`src/rtl/rxf_pkg.sv`:
```
package rxf_pkg;
  localparam logic [7:0] FCR_KEEP  = 8'hC9;
  localparam int         FCR_EN    = 0;
  localparam int         FCR_RXRST = 1;
  localparam int         FCR_TXRST = 2;

  function automatic logic [4:0] trig_level(input logic [1:0] code);
    case (code)
      2'd0:    trig_level = 5'd1;
      2'd1:    trig_level = 5'd4;
      2'd2:    trig_level = 5'd8;
      default: trig_level = 5'd14;
    endcase
  endfunction
endpackage

```
`src/rtl/rxf_fcr.sv`:
```
module rxf_fcr
  import rxf_pkg::*;
(
  input  logic       clk_i,
  input  logic       rst_ni,
  input  logic       we_i,
  input  logic [7:0] wdata_i,
  output logic [7:0] fcr_o,
  output logic       rx_rst_o,
  output logic       tx_flush_o
);
  logic [7:0] fcr_q;
  logic       flush_q;
  logic       changed;
  logic       en_flip;

  // equal write is a no-op: compare full byte with retained value
  assign changed  = we_i && (wdata_i != fcr_q);
  assign en_flip  = wdata_i[FCR_EN] ^ fcr_q[FCR_EN];
  assign rx_rst_o = changed && (wdata_i[FCR_RXRST] || en_flip);

  always_ff @(posedge clk_i or negedge rst_ni) begin
    if (!rst_ni) begin
      fcr_q   <= '0;
      flush_q <= 1'b0;
    end else begin
      flush_q <= changed && (wdata_i[FCR_TXRST] || en_flip);
      if (changed) fcr_q <= wdata_i & FCR_KEEP;
    end
  end

  assign fcr_o      = fcr_q;
  assign tx_flush_o = flush_q;
endmodule

```
`src/rtl/rxf_store.sv`:
```
module rxf_store #(
  parameter int DW    = 8,
  parameter int DEPTH = 16,
  localparam int AW   = $clog2(DEPTH),
  localparam int CW   = $clog2(DEPTH + 1)
) (
  input  logic          clk_i,
  input  logic          rst_ni,
  input  logic          clr_i,
  input  logic          push_i,
  input  logic          pop_i,
  input  logic [DW-1:0] wdata_i,
  output logic [DW-1:0] rdata_o,
  output logic [CW-1:0] count_o,
  output logic          full_o,
  output logic          empty_o
);
  logic [DW-1:0] mem_q [DEPTH];
  logic [AW-1:0] wr_ptr_q, rd_ptr_q;
  logic [CW-1:0] cnt_q;
  logic          do_push, do_pop;

  assign full_o  = (cnt_q == CW'(DEPTH));
  assign empty_o = (cnt_q == '0);
  // full check uses pre-pop occupancy: no overwrite, no same-cycle slip
  assign do_push = push_i && !full_o && !clr_i;
  assign do_pop  = pop_i && !empty_o && !clr_i;

  function automatic logic [AW-1:0] nxt(input logic [AW-1:0] p);
    return (p == AW'(DEPTH - 1)) ? '0 : p + 1'b1;
  endfunction

  for (genvar i = 0; i < DEPTH; i++) begin : g_slot
    always_ff @(posedge clk_i) begin
      if (do_push && (wr_ptr_q == AW'(i))) mem_q[i] <= wdata_i;
    end
  end

  always_ff @(posedge clk_i or negedge rst_ni) begin
    if (!rst_ni) begin
      wr_ptr_q <= '0;
      rd_ptr_q <= '0;
      cnt_q    <= '0;
    end else if (clr_i) begin
      wr_ptr_q <= '0;
      rd_ptr_q <= '0;
      cnt_q    <= '0;
    end else begin
      if (do_push) wr_ptr_q <= nxt(wr_ptr_q);
      if (do_pop)  rd_ptr_q <= nxt(rd_ptr_q);
      case ({do_push, do_pop})
        2'b10:   cnt_q <= cnt_q + 1'b1;
        2'b01:   cnt_q <= cnt_q - 1'b1;
        default: cnt_q <= cnt_q;
      endcase
    end
  end

  assign rdata_o = mem_q[rd_ptr_q];
  assign count_o = cnt_q;
endmodule

```
`src/rtl/rxf_timer.sv`:
```
module rxf_timer #(
  parameter int BIT_W = 16,
  localparam int TW   = BIT_W + 6
) (
  input  logic             clk_i,
  input  logic             rst_ni,
  input  logic [BIT_W-1:0] bit_cycles_i,
  input  logic [1:0]       word_sel_i,
  input  logic             parity_i,
  input  logic             stop2_i,
  input  logic             arm_i,
  input  logic             cancel_i,
  input  logic             ack_i,
  input  logic             has_data_i,
  output logic             flag_o
);
  logic [3:0]    frame;
  logic [TW-1:0] char_len;
  logic [TW-1:0] load;
  logic [TW-1:0] cnt_q;
  logic          flag_q;

  // start + (5+sel) data + parity + (1+stop2) stop
  assign frame    = 4'd7 + {2'b00, word_sel_i} + {3'b000, parity_i} + {3'b000, stop2_i};
  assign char_len = TW'(bit_cycles_i) * TW'(frame);
  assign load     = {char_len[TW-3:0], 2'b00};

  always_ff @(posedge clk_i or negedge rst_ni) begin
    if (!rst_ni) begin
      cnt_q  <= '0;
      flag_q <= 1'b0;
    end else if (cancel_i) begin
      cnt_q  <= '0;
      flag_q <= 1'b0;
    end else begin
      if (arm_i)              cnt_q <= load;
      else if (cnt_q != '0)   cnt_q <= cnt_q - 1'b1;
      if (ack_i)              flag_q <= 1'b0;
      else if (!arm_i && cnt_q == TW'(1) && has_data_i) flag_q <= 1'b1;
    end
  end

  assign flag_o = flag_q;
endmodule

```
`src/rtl/rx_fifo_ctrl.sv`:
```
module rx_fifo_ctrl
  import rxf_pkg::*;
#(
  parameter int DW    = 8,
  parameter int DEPTH = 16,
  parameter int BIT_W = 16
) (
  input  logic                       clk_i,
  input  logic                       rst_ni,
  input  logic                       fcr_we_i,
  input  logic [7:0]                 fcr_wdata_i,
  output logic [7:0]                 fcr_o,
  output logic                       tx_flush_o,
  input  logic [BIT_W-1:0]           bit_cycles_i,
  input  logic [1:0]                 word_sel_i,
  input  logic                       parity_en_i,
  input  logic                       stop2_i,
  input  logic                       rx_valid_i,
  input  logic [DW-1:0]              rx_byte_i,
  input  logic                       rx_break_i,
  input  logic                       rd_i,
  output logic [DW-1:0]              rd_data_o,
  input  logic                       lsr_rd_i,
  output logic                       data_ready_o,
  output logic                       overrun_o,
  output logic                       break_o,
  output logic                       trig_o,
  output logic                       timeout_o,
  output logic [$clog2(DEPTH+1)-1:0] fill_o
);
  localparam int CW = $clog2(DEPTH + 1);

  logic          rx_rst, fifo_en;
  logic          push_ev, st_push, st_pop, full, empty;
  logic          pop_empties, pop_leaves;
  logic [DW-1:0] push_byte, st_rdata, hold_q;
  logic [CW-1:0] count;
  logic          hold_dr_q, ovr_q, brk_q;
  logic          ovr_set, brk_clr, arm;

  rxf_fcr u_fcr (
    .clk_i, .rst_ni,
    .we_i       (fcr_we_i),
    .wdata_i    (fcr_wdata_i),
    .fcr_o      (fcr_o),
    .rx_rst_o   (rx_rst),
    .tx_flush_o (tx_flush_o)
  );

  assign fifo_en   = fcr_o[FCR_EN];
  assign push_ev   = rx_valid_i || rx_break_i;
  assign push_byte = rx_break_i ? '0 : rx_byte_i;
  assign st_push   = fifo_en && push_ev;
  assign st_pop    = fifo_en && rd_i && !empty;
  assign pop_empties = st_pop && !rx_rst && (count == CW'(1)) && !(st_push && !full);
  assign pop_leaves  = st_pop && !rx_rst && !pop_empties;

  rxf_store #(.DW(DW), .DEPTH(DEPTH)) u_store (
    .clk_i, .rst_ni,
    .clr_i   (rx_rst),
    .push_i  (st_push),
    .pop_i   (st_pop),
    .wdata_i (push_byte),
    .rdata_o (st_rdata),
    .count_o (count),
    .full_o  (full),
    .empty_o (empty)
  );

  assign arm = fifo_en && !rx_rst && (push_ev || pop_leaves);

  rxf_timer #(.BIT_W(BIT_W)) u_timer (
    .clk_i, .rst_ni,
    .bit_cycles_i,
    .word_sel_i,
    .parity_i   (parity_en_i),
    .stop2_i,
    .arm_i      (arm),
    .cancel_i   (rx_rst),
    .ack_i      (rd_i),
    .has_data_i (!empty),
    .flag_o     (timeout_o)
  );

  // single holding register path (buffering off)
  always_ff @(posedge clk_i or negedge rst_ni) begin
    if (!rst_ni) begin
      hold_q    <= '0;
      hold_dr_q <= 1'b0;
    end else if (rx_rst) begin
      hold_dr_q <= 1'b0;
    end else if (!fifo_en && push_ev) begin
      hold_q    <= push_byte;
      hold_dr_q <= 1'b1;
    end else if (!fifo_en && rd_i) begin
      hold_dr_q <= 1'b0;
    end
  end

  assign ovr_set = !rx_rst && push_ev && (fifo_en ? full : (hold_dr_q && !rd_i));
  assign brk_clr = lsr_rd_i || rx_rst || (fifo_en ? pop_empties : rd_i);

  always_ff @(posedge clk_i or negedge rst_ni) begin
    if (!rst_ni) begin
      ovr_q <= 1'b0;
      brk_q <= 1'b0;
    end else begin
      if (ovr_set)       ovr_q <= 1'b1;
      else if (lsr_rd_i) ovr_q <= 1'b0;
      if (!rx_rst && rx_break_i) brk_q <= 1'b1;
      else if (brk_clr)          brk_q <= 1'b0;
    end
  end

  assign rd_data_o    = fifo_en ? (empty ? '0 : st_rdata) : hold_q;
  assign data_ready_o = fifo_en ? !empty : hold_dr_q;
  assign trig_o       = fifo_en ? (count >= CW'(trig_level(fcr_o[7:6]))) : hold_dr_q;
  assign overrun_o    = ovr_q;
  assign break_o      = brk_q;
  assign fill_o       = count;
endmodule

```
`config.mk`:
```
export PLATFORM = sky130hd
export DESIGN_NAME = rx_fifo_ctrl
export DESIGN_NICKNAME = d
export VERILOG_FILES = /design/src/rtl/rxf_pkg.sv /design/src/rtl/rxf_fcr.sv /design/src/rtl/rxf_store.sv /design/src/rtl/rxf_timer.sv /design/src/rtl/rx_fifo_ctrl.sv
export SDC_FILE = /design/constraint.sdc
export NUM_CORES = 1
export LEC_CHECK = 0
export ABC_AREA = 1
export BUFFER_PORTS_ARGS = -buffer_cell sky130_fd_sc_hd__buf_2
export CORE_MARGIN = 2
export CORE_UTILIZATION = 30
export CTS_BUF_LIST = sky130_fd_sc_hd__clkbuf_4 sky130_fd_sc_hd__clkbuf_8
export DETAILED_ROUTE_END_ITERATION = 16
export PLACE_DENSITY_LB_ADDON = 0.12
export SLEW_MARGIN = 25
export SYNTH_ARGS = -nofsm -noshare
export SYNTH_HDL_FRONTEND = slang
export SYNTH_SLANG_ARGS = --single-unit
```
`constraint.sdc`:
```
create_clock -name clk_i -period 3.27 [get_ports clk_i]
set_input_delay 0.4905 -clock clk_i [delete_from_list [all_inputs] [get_ports clk_i]]
set_output_delay 0.4905 -clock clk_i [all_outputs]
set_load 0.1 [all_outputs]
```
After elaboration in Yosys (flattened, before gate mapping) --
Memories as Yosys holds them, arrays and structs flattened. Cells that the tools add are included.
Word-level totals: bits in registers 52, bits in writable memories 128, word-level logic and storage cells 236, input bits 43, memories 1, memory bits (read-only) 0, bits in latches 0, output and inout port bits 27
Memory list:
- u_store.mem_q | words 16, bits a word 8, read ports 1, clocked after memory_dff 0, write ports 1, line rxf_store.sv:18 | logic [DW-1:0] mem_q [DEPTH];
Cells by class: bitwise gates (word level) 2, divide/modulo/power cells 0, mux-type cells 106, eq/ne operators 24, multipliers 1, reduce and logical (&&, ||, !) cells 82, add/sub/neg operators 8, $lt $le $gt $ge 1, shift-type cells 0
Operators by type and width (count):
- 8-bit 2-to-1 mux | 18
- 8-bit OR reduction | 15
- 4-bit 2-to-1 mux | 21
- 22-bit 2-to-1 mux | 3
- 1-bit 2-to-1 mux | 61
- 1-bit logical AND | 40
- 4-bit equality test, second input constant | 9
- 22-bit by 1-bit equality test with 1-bit output, second input constant | 1
- 22-bit nonzero test | 1
- 22-bit by 1-bit subtractor with 22-bit output, second input constant | 1
- 16-bit by 4-bit multiplier with 20-bit output | 1
- 4-bit by 3-bit equality test with 1-bit output, second input constant | 4
- 4-bit case mux with 3 select lines | 1
- 3-bit nonzero test | 4
- 5-bit case mux with 2 select lines | 1
- 4-bit by 1-bit adder with 4-bit output | 2
- 4-bit by 1-bit adder with 4-bit output, second input constant | 2
- 4-bit by 2-bit equality test with 1-bit output, second input constant | 2
- 1-bit logical NOT | 8
- 8-bit != test | 1
- 2-bit nonzero test | 4
- 1-bit logical OR | 6
- 5-bit by 1-bit adder with 5-bit output, second input constant | 1
- 5-bit by 1-bit equality test with 1-bit output, second input constant | 1
- 14 further kinds | 16

Longest topological paths before layout --
word-level depth 24, depth in mapped cells 26, depth with buffers taken out 24

Cells and area by module --
A second synthesis with hierarchy kept.
Second synthesis, totals: cells, all modules 1299, area total of the unflattened synthesis 10915.5 µm²
By module, submodules not included:
- rxf_store | area an instance 5943.2 µm², cells an instance 501, times used 1
- rxf_timer | area an instance 3768.6 µm², cells an instance 615, times used 1
- rx_fifo_ctrl | area an instance 857.1 µm², cells an instance 131, times used 1
- rxf_fcr | area an instance 346.6 µm², cells an instance 52, times used 1

Worst setup path before layout --
Ideal clock, no wire load.
path type input -> register, start point input port word_sel_i[0], end point register u_timer.cnt_q[18], stages on the path 23, arrival time 4364 ps, setup slack -1207 ps, required time 3157 ps, path through inv_1 ha_1 inv_1 ha_1 fa_1 xor2_1 clkbuf_1 nor2_1 fa_1 inv_1 fa_1 inv_1 ha_1 nand2_1 inv_1 a21oi_1 nor2_1 nor2_1 nand3b_1 nand2_1 nand2_1 nand2_1 inv_1
Between the ends: word-level cells in the longest chain between the ends 6
Ends and longest elaborated chain:
- start: declaration | line rx_fifo_ctrl.sv:15 | input logic [1:0] word_sel_i,
- 3-bit by 2-bit adder with 4-bit output | line rxf_timer.sv:24 | assign frame = 4'd7 + {2'b00, word_sel_i} + {3'b000, parity_i} + {3'b000, stop2_i};
- 4-bit by 1-bit adder with 4-bit output (2 in a row) | line rxf_timer.sv:24
- 16-bit by 4-bit multiplier with 20-bit output | line rxf_timer.sv:25 | assign char_len = TW'(bit_cycles_i) * TW'(frame);
- 22-bit 2-to-1 mux | line rxf_timer.sv:36 | if (arm_i) cnt_q <= load;
- 22-bit 2-to-1 mux | line rxf_timer.sv:32 | end else if (cancel_i) begin
- end signal: assignment | line rxf_timer.sv:36
- end signal: assignment | line rxf_timer.sv:37 | else if (cnt_q != '0) cnt_q <= cnt_q - 1'b1;
- end: declaration | line rxf_timer.sv:20 | logic [TW-1:0] cnt_q;
No other way between the ends. A chain may end at the register's enable or synchronous reset.

Worst setup path after layout --
start point input port stop2_i, end point register u_timer.cnt_q[20]
Between the ends: word-level cells in the longest chain between the ends 4
Ends and longest elaborated chain:
- start: declaration | line rx_fifo_ctrl.sv:17 | input logic stop2_i,
- 4-bit by 1-bit adder with 4-bit output | line rxf_timer.sv:24
- 16-bit by 4-bit multiplier with 20-bit output | line rxf_timer.sv:25
- 22-bit 2-to-1 mux | line rxf_timer.sv:36
- 22-bit 2-to-1 mux | line rxf_timer.sv:32
No other way between the ends.

==> summary.txt <==
Run status
  • Status: finished, violations left
  • Failing checks: negative setup slack

Critical path
  • Crit-path max cell delay: a little over 0.5 ns
  • Critical path endpoint category: register
  • Reg2reg end: u_store.mem_q[3][4]
  • Crit path launch type: input port
  • Worst EP arrival: between 4 and 5 ns
  • Crit path required time: approximately 3.6 ns
  • Crit Path Category: input port to register
  • Slowest CP cell: fa_2
  • FF-to-FF Start: u_store.count_o[0]
  • CP most frequent cell: fa_2
  • Reg-to-reg slack, setup: about 0.88 ns
  • FF-to-FF path depth: 8
  • CP Max Fanout: 3
  • Crit path cell chain: buf_8, inv_12, ha_4, inv_4, ha_4, fa_2, xor2_4, or2_4, fa_1, inv_2, fa_2, fa_2, nand3_4, nand3_4, nand2_2, nand2_4, buf_6, nand2_4, a21oi_2, nor2_2, nor2_1

Timing
  • RSZ-0062 raised after global routing: yes
  • Setup Skew: 0.02725 ns
  • Max Clk Rate: 0.2638 GHz
  • Worst hold margin: ~0.052 ns
  • Worst slew pin tran: 0.8397 ns
  • Final setup fails: 17
  • Tmin final: roughly 3.8 ns
  • Slew Limit Headroom: 43.96%
  • Final Max Slew Viols: 0
  • Setup WS post-layout: -0.5213 ns
  • Final period utilization: 115.9%
  • Hold Fails Final Rpt: 0

Routing
  • Wire length on met1: around 14 mm
  • Metal3 WL: between 700 and 800 µm
  • Antenna-violating nets left: 0
  • Drt drc: 0
  • Drt first pass iters: 5
  • Met2 wire len: roughly 14 mm
  • Routed WL: 29.35 mm
  • Avg WL per Cell: about 16 µm
  • Top layer used by detailed routing: met4
  • 1st-iter DRT viols: between 400 and 500
  • Via density: between 4 and 5
  • Via count of the routed design: 8590

Placement
  • DP HPWL: between 20 and 25 mm
  • Port Buf Inserts: 65
  • Place WS: -1.249 ns
  • GPL Wtd Cong: 0.7812

Clock network
  • Clk slew on worst S/H paths: 0.11 ns
  • CTS tree: built
  • Hold_buf cts: 0
  • Clk_lat worst skew: 0.47 ns
  • Clk buf depth: 2
  • Sink Count: 180
  • CTS Buf Count: 17
  • H-tree Lvls: 4
  • CTS root buf: clkbuf_8

Yosys
  • Synth top area cells: edfxtp_1 (35%), dfrtp_1 (12%), nand2_1 (9.2%), inv_1 (6.7%), nor2_1 (6.5%)
  • Post-Synthesis Cells: 1266
  • Top cell type's share of synthesized area: 35.47%
  • Asr flop ratio synth: ~29%
  • Netlist cell types: 41
  • Number of synthesized flops with an enable pin: 128
  • Seq cells post-synth: 180
  • Synth area leader: edfxtp_1
  • Syn Area/Cell: 8.559 µm²
  • Seq/Total Area, Yosys: between 40% and 50%
  • Top_reg_cell synth: edfxtp_1
  • Syn. warnings: 0
  • Area of the mapped netlist: 0.01084 mm²

Floorplan
  • Initial Utilization: between 30% and 40%
  • # rows: 69
  • Die Y: between 150 and 200 µm
  • Die area: about 0.038 mm²
  • Total core area: 0.03557 mm²
  • Die X: slightly below 200 µm
  • I/O pin total: 70

Job
  • Max-cap violations: 0

Power
  • Tot Pwr: about 9.8 mW
  • Static Leak: approximately 6.1 nW
  • Peak VDD IR: 0.4045 mV
  • P per Cell Area: 713.7 mW/mm²

Global route
  • Global-route wire length before repair: approximately 48 mm
  • Largest net degree at the start of global routing: 45
  • Gr ovfl total: 0
  • Vias in the first global route: 8692
  • Total track usage: 16.06%
  • Initial antenna violation count: 0

Finish
  • Ant diodes: 0
  • Post-Route Utilization: 38.42%
  • Fin nets: between 1500 and 2000
  • P&R area growth vs syn: 26.11%
  • Commonest non-fill, non-tap cell in the layout: nand2_1
  • Highest-count cells in the layout ignoring fill and taps: nand2_1 (227), nor2_1 (166), inv_1 (163)
  • Fraction of layout instances using a drive strength above 1: 26.52%

Worst hold path
  • Min-delay worst type: input port to async pin
kinds of logic after synthesis:
group | Yosys count | share of synthesized area, %
simple gates | 570 | 22.07
buf+inv | 243 | 9.076
flops | 180 | 47.48
compound gates | 163 | 7.956
fa+ha+maj | 70 | 10.09
xor+xnor | 33 | 2.667
mux | 6 | 0.6235
other cells | 1 | 0.03461
metrics by stage:
stage,TNS (ns),std cells,cell area [µm²]
after global placement,-18.15,1835,12550
after floorplan,-9.748,1269,11230
after detailed placement,-18.57,1835,12550
after global routing,-9.101,1879,13660
after CTS,-7.531,1873,13210
final,-7.076,1879,13660
how the worst max path moves through the flow:
stage	start	cells after the start	endpoint
finish	stop2_i	21	u_timer.cnt_q[20]
global route	stop2_i	25	u_timer.cnt_q[17]
CTS	stop2_i	20	u_timer.cnt_q[16]
detailed placement	stop2_i	22	u_timer.cnt_q[20]
global placement	stop2_i	22	u_timer.cnt_q[20]
floorplan	stop2_i	24	u_timer.cnt_q[18]
timing repair:
item / CTS / global route
pin swaps: 38 / 81
gates resized for setup: 46 / 106
setup endpoints to repair: 20 / 22
cloned: 1 / 0
buffers inserted: 7 / 6
flip-flops by register name, indices dropped and copies added (netlist names):
name	count
u_store.count_o	5
hold_q	8
hold_dr_q	1
u_store.mem_q	128
u_fcr.fcr_o	4
u_timer.cnt_q	22
u_store.rd_ptr_q	4
u_store.wr_ptr_q	4
u_timer.flag_o	1
overrun_o	1
break_o	1
u_fcr.tx_flush_o	1
cells in the mapped netlist (8+ instances only):
master,count
a21oi_1,37
buf_2,11
buf_4,10
clkbuf_1,16
dfrtp_1,52
edfxtp_1,128
fa_1,29
ha_1,41
inv_1,193
nand2_1,266
nand2_2,8
nand3_1,65
nand4_1,14
nor2_1,188
nor3_1,10
o211ai_1,10
o21ai_0,87
o21ai_1,17
o22ai_1,8
xnor2_1,16
xor2_1,17
cell type report:
type                       count  area [µm²]
clock buffer                  17       234.0
clock inverter                15       161.4
fill                        3659       21900
inverter                     200       779.5
multi-input combinational    847        5598
sequential                   180        5146
tap                          461       576.8
timing repair buffer         159        1169
worst max-delay path: cells and delay by family:
kind	cells	cell delay [ns]
and+or+nand+nor	8	0.85
adders and majority gates	6	2.26
xor gates and xnor gates	1	0.19
buffers and inverters	5	0.33
AOI/OAI and AO/OA	1	0.05
routing by layer:
layer  up-vias  global-route usage (%)
li1       4338                       -
met1      4125                   21.90
met2       112                   27.23
met3        15                   2.261
met4         0                   3.283
met5         -                       0
power breakdown:
part | switching, mW | internal, mW
Combinational | 3.36 | 2.01
Clock | 0.953 | 0.575
Sequential | 0.204 | 2.65
Power figures use the tool's default switching activity.
